$ cat src/rtl/lcdSegPkg.sv
package lcdSegPkg;

  typedef struct packed {
    logic shiftEn;
    logic latchEn;
  } segStrobe_t;

  typedef enum logic [1:0] {
    DRV_TOP  = 2'b00,
    DRV_MIDH = 2'b01,
    DRV_MIDL = 2'b10,
    DRV_BOT  = 2'b11
  } drvLevel_e;

  function automatic drvLevel_e levelOf(input logic dataBit, input logic alt);
    unique case ({dataBit, alt})
      2'b11:   levelOf = DRV_BOT;
      2'b10:   levelOf = DRV_TOP;
      2'b01:   levelOf = DRV_MIDL;
      default: levelOf = DRV_MIDH;
    endcase
  endfunction

endpackage

$ cat src/rtl/lcdSegCtrl.sv
module lcdSegCtrl
  import lcdSegPkg::*;
(
  input  logic       clk,
  input  logic       rstN,
  input  logic       shiftClk,
  input  logic       latchStrobe,
  output segStrobe_t strobe
);

  logic shiftClkQ;

  always_ff @(posedge clk or negedge rstN) begin
    if (!rstN) shiftClkQ <= 1'b0;
    else       shiftClkQ <= shiftClk;
  end

  always_comb begin
    strobe.shiftEn = shiftClkQ & ~shiftClk;
    strobe.latchEn = latchStrobe;
  end

endmodule

$ cat src/rtl/lcdSegPath.sv
module lcdSegPath
  import lcdSegPkg::*;
#(
  parameter int HALF_W     = 40,
  parameter int NUM_HALVES = 2,
  localparam int CH_N      = HALF_W * NUM_HALVES
) (
  input  logic                  clk,
  input  logic                  rstN,
  input  segStrobe_t            strobe,
  input  logic                  frameAlt,
  input  logic [NUM_HALVES-1:0] dirSel,
  input  logic [NUM_HALVES-1:0] leftIn,
  input  logic [NUM_HALVES-1:0] rightIn,
  output logic [NUM_HALVES-1:0] leftOut,
  output logic [NUM_HALVES-1:0] rightOut,
  output logic [NUM_HALVES-1:0] leftOe,
  output logic [NUM_HALVES-1:0] rightOe,
  output logic [2*CH_N-1:0]     driveCodes
);

  logic [CH_N-1:0] shiftBits;
  logic [CH_N-1:0] latchBits;

  for (genvar h = 0; h < NUM_HALVES; h++) begin : g_half
    logic [HALF_W-1:0] shReg;

    always_ff @(posedge clk or negedge rstN) begin
      if (!rstN) begin
        shReg <= '0;
      end else if (strobe.shiftEn) begin
        if (dirSel[h]) shReg <= {rightIn[h], shReg[HALF_W-1:1]};
        else           shReg <= {shReg[HALF_W-2:0], leftIn[h]};
      end
    end

    assign shiftBits[h*HALF_W +: HALF_W] = shReg;
    assign leftOut[h]  = shReg[0];
    assign rightOut[h] = shReg[HALF_W-1];
    assign leftOe[h]   = dirSel[h];
    assign rightOe[h]  = ~dirSel[h];
  end

  always_ff @(posedge clk or negedge rstN) begin
    if (!rstN)               latchBits <= '0;
    else if (strobe.latchEn) latchBits <= shiftBits;
  end

  for (genvar c = 0; c < CH_N; c++) begin : g_chan
    assign driveCodes[2*c +: 2] = levelOf(latchBits[c], frameAlt);
  end

endmodule

$ cat src/rtl/lcdSegDriver.sv
module lcdSegDriver
  import lcdSegPkg::*;
#(
  parameter int HALF_W     = 40,
  parameter int NUM_HALVES = 2,
  localparam int CH_N      = HALF_W * NUM_HALVES
) (
  input  logic                  clk,
  input  logic                  rstN,
  input  logic                  shiftClk,
  input  logic                  latchStrobe,
  input  logic                  frameAlt,
  input  logic [NUM_HALVES-1:0] dirSel,
  input  logic [NUM_HALVES-1:0] leftIn,
  input  logic [NUM_HALVES-1:0] rightIn,
  output logic [NUM_HALVES-1:0] leftOut,
  output logic [NUM_HALVES-1:0] rightOut,
  output logic [NUM_HALVES-1:0] leftOe,
  output logic [NUM_HALVES-1:0] rightOe,
  output logic [2*CH_N-1:0]     driveCodes
);

  segStrobe_t strobe;

  lcdSegCtrl uCtrl (
    .clk         (clk),
    .rstN        (rstN),
    .shiftClk    (shiftClk),
    .latchStrobe (latchStrobe),
    .strobe      (strobe)
  );

  lcdSegPath #(
    .HALF_W     (HALF_W),
    .NUM_HALVES (NUM_HALVES)
  ) uPath (
    .clk        (clk),
    .rstN       (rstN),
    .strobe     (strobe),
    .frameAlt   (frameAlt),
    .dirSel     (dirSel),
    .leftIn     (leftIn),
    .rightIn    (rightIn),
    .leftOut    (leftOut),
    .rightOut   (rightOut),
    .leftOe     (leftOe),
    .rightOe    (rightOe),
    .driveCodes (driveCodes)
  );

endmodule

$ cat config.mk
export PLATFORM = sky130hd
export DESIGN_NAME = lcdSegDriver
export DESIGN_NICKNAME = d
export VERILOG_FILES = /design/src/rtl/lcdSegPkg.sv /design/src/rtl/lcdSegCtrl.sv /design/src/rtl/lcdSegPath.sv /design/src/rtl/lcdSegDriver.sv
export SDC_FILE = /design/constraint.sdc
export NUM_CORES = 1
export LEC_CHECK = 0
export ABC_AREA = 1
export BUFFER_PORTS_ARGS = -buffer_cell sky130_fd_sc_hd__buf_2
export CORE_ASPECT_RATIO = 0.6
export CORE_MARGIN = 5
export CORE_UTILIZATION = 23
export CTS_BUF_LIST = sky130_fd_sc_hd__clkbuf_2 sky130_fd_sc_hd__clkbuf_4 sky130_fd_sc_hd__clkbuf_8
export CTS_CLUSTER_DIAMETER = 30
export DETAILED_ROUTE_END_ITERATION = 16
export GPL_TIMING_DRIVEN = 0
export PLACE_DENSITY_LB_ADDON = 0.25
export SYNTH_ARGS = -nofsm -noshare
export SYNTH_HDL_FRONTEND = slang
export SYNTH_SLANG_ARGS = --single-unit
$ cat constraint.sdc
create_clock -name clk -period 0.98 [get_ports clk]
set_input_delay 0.098 -clock clk [delete_from_list [all_inputs] [get_ports clk]]
set_output_delay 0.098 -clock clk [all_outputs]
set_load 0.1 [all_outputs]
==> flow_results.org <==
** Setup path
- The largest single stage delay on the critical path is roughly 0.42 ns.
- The worst setup path is launched from a flop.
- Worst-path fanout max :: 2
- The critical path is of the flop to primary output type.
- Data required time of the critical path :: about 0.88 ns
- Kind of end point of the critical path :: primary output
- Cell depth of the worst flop-to-flop path :: 7
- The endpoint identified for the worst register-to-register timing path is uPath.g_half[1].shReg[33].
- Crit path arrival time :: 1.51 ns
- In this run the worst setup path begins at uPath.latchBits[10].
- Among all stages on the critical path, the largest delay is contributed by dfrtp_1.
- Worst setup path end :: driveCodes[21]
- In this run the register-to-register setup slack is -0.24 ns.
- Startpoint of the lowest-slack register-to-register path :: uCtrl.shiftClkQ
- Traced cell by cell, the critical path runs through ha_2 > or2_4 > buf_12.

** Synth
- In the synthesized netlist the dominant register cell turns out to be dfrtp_1.
- The Yosys step of the flow raised 0 warnings.
- Number of synthesized register bits :: 161
- In this run the mean area of a mapped cell was roughly 8.2 um2.
- The synthesized design spends more area on one cell type than any other, namely dfrtp_1.
- Of the synthesized area, sequential elements account for 0.414.
- Async set or reset register ratio after synthesis :: 1.00
- The mapped netlist covers 9720 um2.
- Synthesized instance count :: roughly 1,200
- Leading cell types by count after synthesis :: 560 x nand2_1, 161 x dfrtp_1, 160 x ha_1, 81 x inv_1
- Net count after synthesis :: 1,354
- Library cell with the highest instance count after synthesis :: nand2_1
- The netlist uses 13 different library cells.
- Top cell type's share of synthesized area :: 0.414
- EDFF count, synth :: 0
- Sorting the synthesized cells by area gives the leading types as dfrtp_1 41%, nand2_1 22%, ha_1 21%.

** STA
- In the finished design, the share of the clock period the worst path needs comes to 1.64.
- Final hold vios :: between 70 and 80
- Highest clock frequency the design can meet :: around 0.62 GHz
- Setup violations remaining at the end of the flow were counted as 244.
- Setup repair after global routing could not meet its margin everywhere.
- The number of max-slew violations in the final report came to 0.
- At the pin with the least slew margin, the transition time is 0.726 ns.
- Worst setup slack after layout :: -0.630 ns
- After layout, the minimum clock period comes to 1.61 ns.
- The worst pin sits at a relative slew slack of 0.516.
- The clock arrives with 0.0220 ns of skew.
- Worst slack on hold paths :: -0.398 ns
- Adding up every negative setup slack in the final design gives -100.84 ns.

** Power
- Overall power consumption after layout is estimated at about 24,000 uW.
- P_leak :: 0.00833 uW
- Summed over all nets, the switching power comes to 10,200 uW.
- Part of the total power dissipated in the clock network :: 0.247
- The share of total power dissipated in combinational logic is 0.456.
- IR Drop Worst-Case VDD :: 0.731 mV
- The share of total power dissipated in sequential elements is 0.298.
- Switching part of the total power :: 0.417
- For this design the ratio of total power to cell area is 1400 nW/um2.
- Internal power component :: 14,200 uW

** Drt
- Wires add up to 31.6 mm.
- Dividing the detail-routed wire length by the instance count gives ~15 um.
- Via density per instance :: 4.16
- For this run, design rule violations remaining after detail routing come to 0.
- The count of nets left with antenna violations once routing finished came out at 0.
- Starting DRT DRC Count :: around 320
- The routed layout has 8,543 vias.
- First-pass detailed-route iteration total :: 4

** Cells and area
- In the final layout, flip-flops and latches occupy about 4000 um2.
- FILL cells :: 4,076
- Leaving out filler cells and counting taps, the final layout contains around 2,000.
- Of the cells placed in the final design, the portion with a size suffix greater than 1 is 0.537.
- Multi-input combinational cell area :: around 6800 um2
- Final std cell area, no fill :: roughly 17,000 um2
- Final antenna diode count :: 0
- Number of nets in the layout :: 1,643
- Signed area change from the synthesized netlist to the final layout :: 79.0%

** Place
- After detailed placement, the design holds a cell count of 1,931.
- Post-DP Area :: ~13,000 um2
- HPWL after detailed placement :: 19.5 mm
- Placer congestion estimate :: roughly 0.75
- During placement, the flow inserted port buffers numbering 175.

** Floorplanning
- Site Rows :: between 50 and 60
- Horizontal extent of the die :: 275 um
- Core Area :: 41,800 um2
- I/O pin cnt :: between 150 and 200
- The floorplan step defined a die boundary enclosing between 40,000 and 50,000 um2.
- Starting utilization of the core area :: 0.233
- Height of the die :: 169 um

** Clock tree
- CTS built an H-tree with a depth of 4.
- Counting the buffers created by CTS gives 17.
- Root buffer cell :: clkbuf_8
- For this design, the sink count on the clock tree is 161.
- Reg clk slew, reported paths :: 0.10 ns
- No sink is reached through more buffers than the 2 on the longest clock path.
- CTS tree :: built
- Clk_lat worst skew :: 0.49 ns
- Hold repair after CTS inserted 6 buffers.

** Global route
- Initial antenna violation count :: 1
- Vias in the first global route :: 8,757
- Largest net degree at the start of global routing :: 83
- In the global route stage, met1 resource usage came out at 0.189.
- Remaining Overflow, GRT :: 0
- For this run, the total global-route usage over all layers was measured as 0.139.
- Global Route met3 Usage :: 0.0277
- Peak-usage layer in the global routing report :: met2
- Met2 layer usage reported by global route :: 0.229
- The first global-routing pass estimated 51.1 mm of wire.

** Status
- The checks that failed: negative hold slack, negative setup slack.
- The run finished, with violations left.

** Flow run
- The tool flagged a number of max-cap violations equal to 0.

** Min path
- The path class of the tightest hold or removal check is primary input to async pin.
## through the flow
stage | util | worst slack, ns
6_report | 0.416 | -0.630
5_1_grt | 0.416 | -0.713
4_1_cts | 0.408 | -0.683
3_5_place_dp | 0.304 | -0.811
3_3_place_gp | 0.302 | -4.88
2_1_floorplan | - | -0.128
## cell usage in the layout, fill, tap and decap left out, types with 2 or more instances in the layout
cell type / count
buf_12: 172
buf_16: 14
buf_2: 15
buf_4: 78
buf_6: 17
buf_8: 12
bufinv_16: 5
clkbuf_1: 6
clkbuf_2: 4
clkbuf_8: 18
clkinv_16: 2
dfrtp_1: 157
dfrtp_2: 4
dlygate4sd3_1: 6
ha_1: 2
ha_2: 78
ha_4: 80
inv_2: 82
inv_6: 4
nand2_1: 436
nand2_2: 103
nand2_4: 23
o21ai_0: 79
or2_4: 80
## repair_timing
action                     CTS  global route
buffers inserted            61            23
hold endpoints to repair    92            79
gates resized for setup    880            96
pin swaps                  170            84
cloned                      16             0
setup endpoints to repair  246           247
## flip-flops by register name (all words and copies together) (netlist names)
signal / flops
uCtrl.shiftClkQ: 1
uPath.g_half.shReg: 80
uPath.latchBits: 80
## critical path: cells and delay by family (launching register included)
family	cells	cell delay, ns
buffers and inverters	1	0.17
flip-flops	1	0.42
AND/OR/NAND/NOR	1	0.25
adder cells (fa/ha/maj)	1	0.18
## per-layer routing
| metal | vias to the layer above | part of all wire |
|---|---|---|
| li1 | 4214 | - |
| met1 | 4168 | 0.47 |
| met2 | 132 | 0.48 |
| met3 | 27 | 0.034 |
| met4 | 2 | 0.018 |
| met5 | - | 0.00041 |
## final cells by class
| type | instances | share of cell area |
|---|---|---|
| multi-input combinational | 882 | 0.393 |
| timing repair buffer | 272 | 0.257 |
| clock inverter | 11 | 0.0116 |
| clock buffer | 19 | 0.0147 |
| timing repair inverter | 2 | 0.00288 |
| tap | 570 | 0.0410 |
| buffer | 52 | 0.0278 |
| inverter | 84 | 0.0196 |
| sequential | 161 | 0.232 |
## power groups by stage
| stage | sequential, uW | clock (uW) | combinational, uW |
|---|---|---|---|
| 3_3_place_gp | 7350 | 0 | 7740 |
| 3_5_place_dp | 7360 | 0 | 7840 |
| 2_1_floorplan | 7270 | 0 | 7130 |
| 6_report | 7260 | 6020 | 11100 |
| 4_1_cts | 7260 | 6240 | 11100 |
| 5_1_grt | 7310 | 6510 | 11700 |
## how the worst min path moves through the flow
| stage | startpoint | end | slack [ns] | depth (start not counted) |
|---|---|---|---|---|
| 3_5_place_dp | rstN | uPath.latchBits[48] | 0.15 | 1 |
| 4_1_cts | rstN | uPath.latchBits[54] | -0.41 | 1 |
| 3_3_place_gp | shiftClk | uCtrl.shiftClkQ | 0.22 | 1 |
| 6_report | rstN | uPath.latchBits[48] | -0.40 | 1 |
| 5_1_grt | rstN | uPath.latchBits[48] | -0.38 | 1 |
| 2_1_floorplan | rstN | uCtrl.shiftClkQ | -0.20 | 0 |
## kinds of logic after synthesis
logic type,count (synthesis),synth area share
DFF,161,0.414
AOI/OAI and AO/OA,80,0.0412
adders and majority gates,160,0.206
and+or+nand+nor,641,0.268
buffers and inverters,141,0.0704
(Power assumes the default switching activity.)
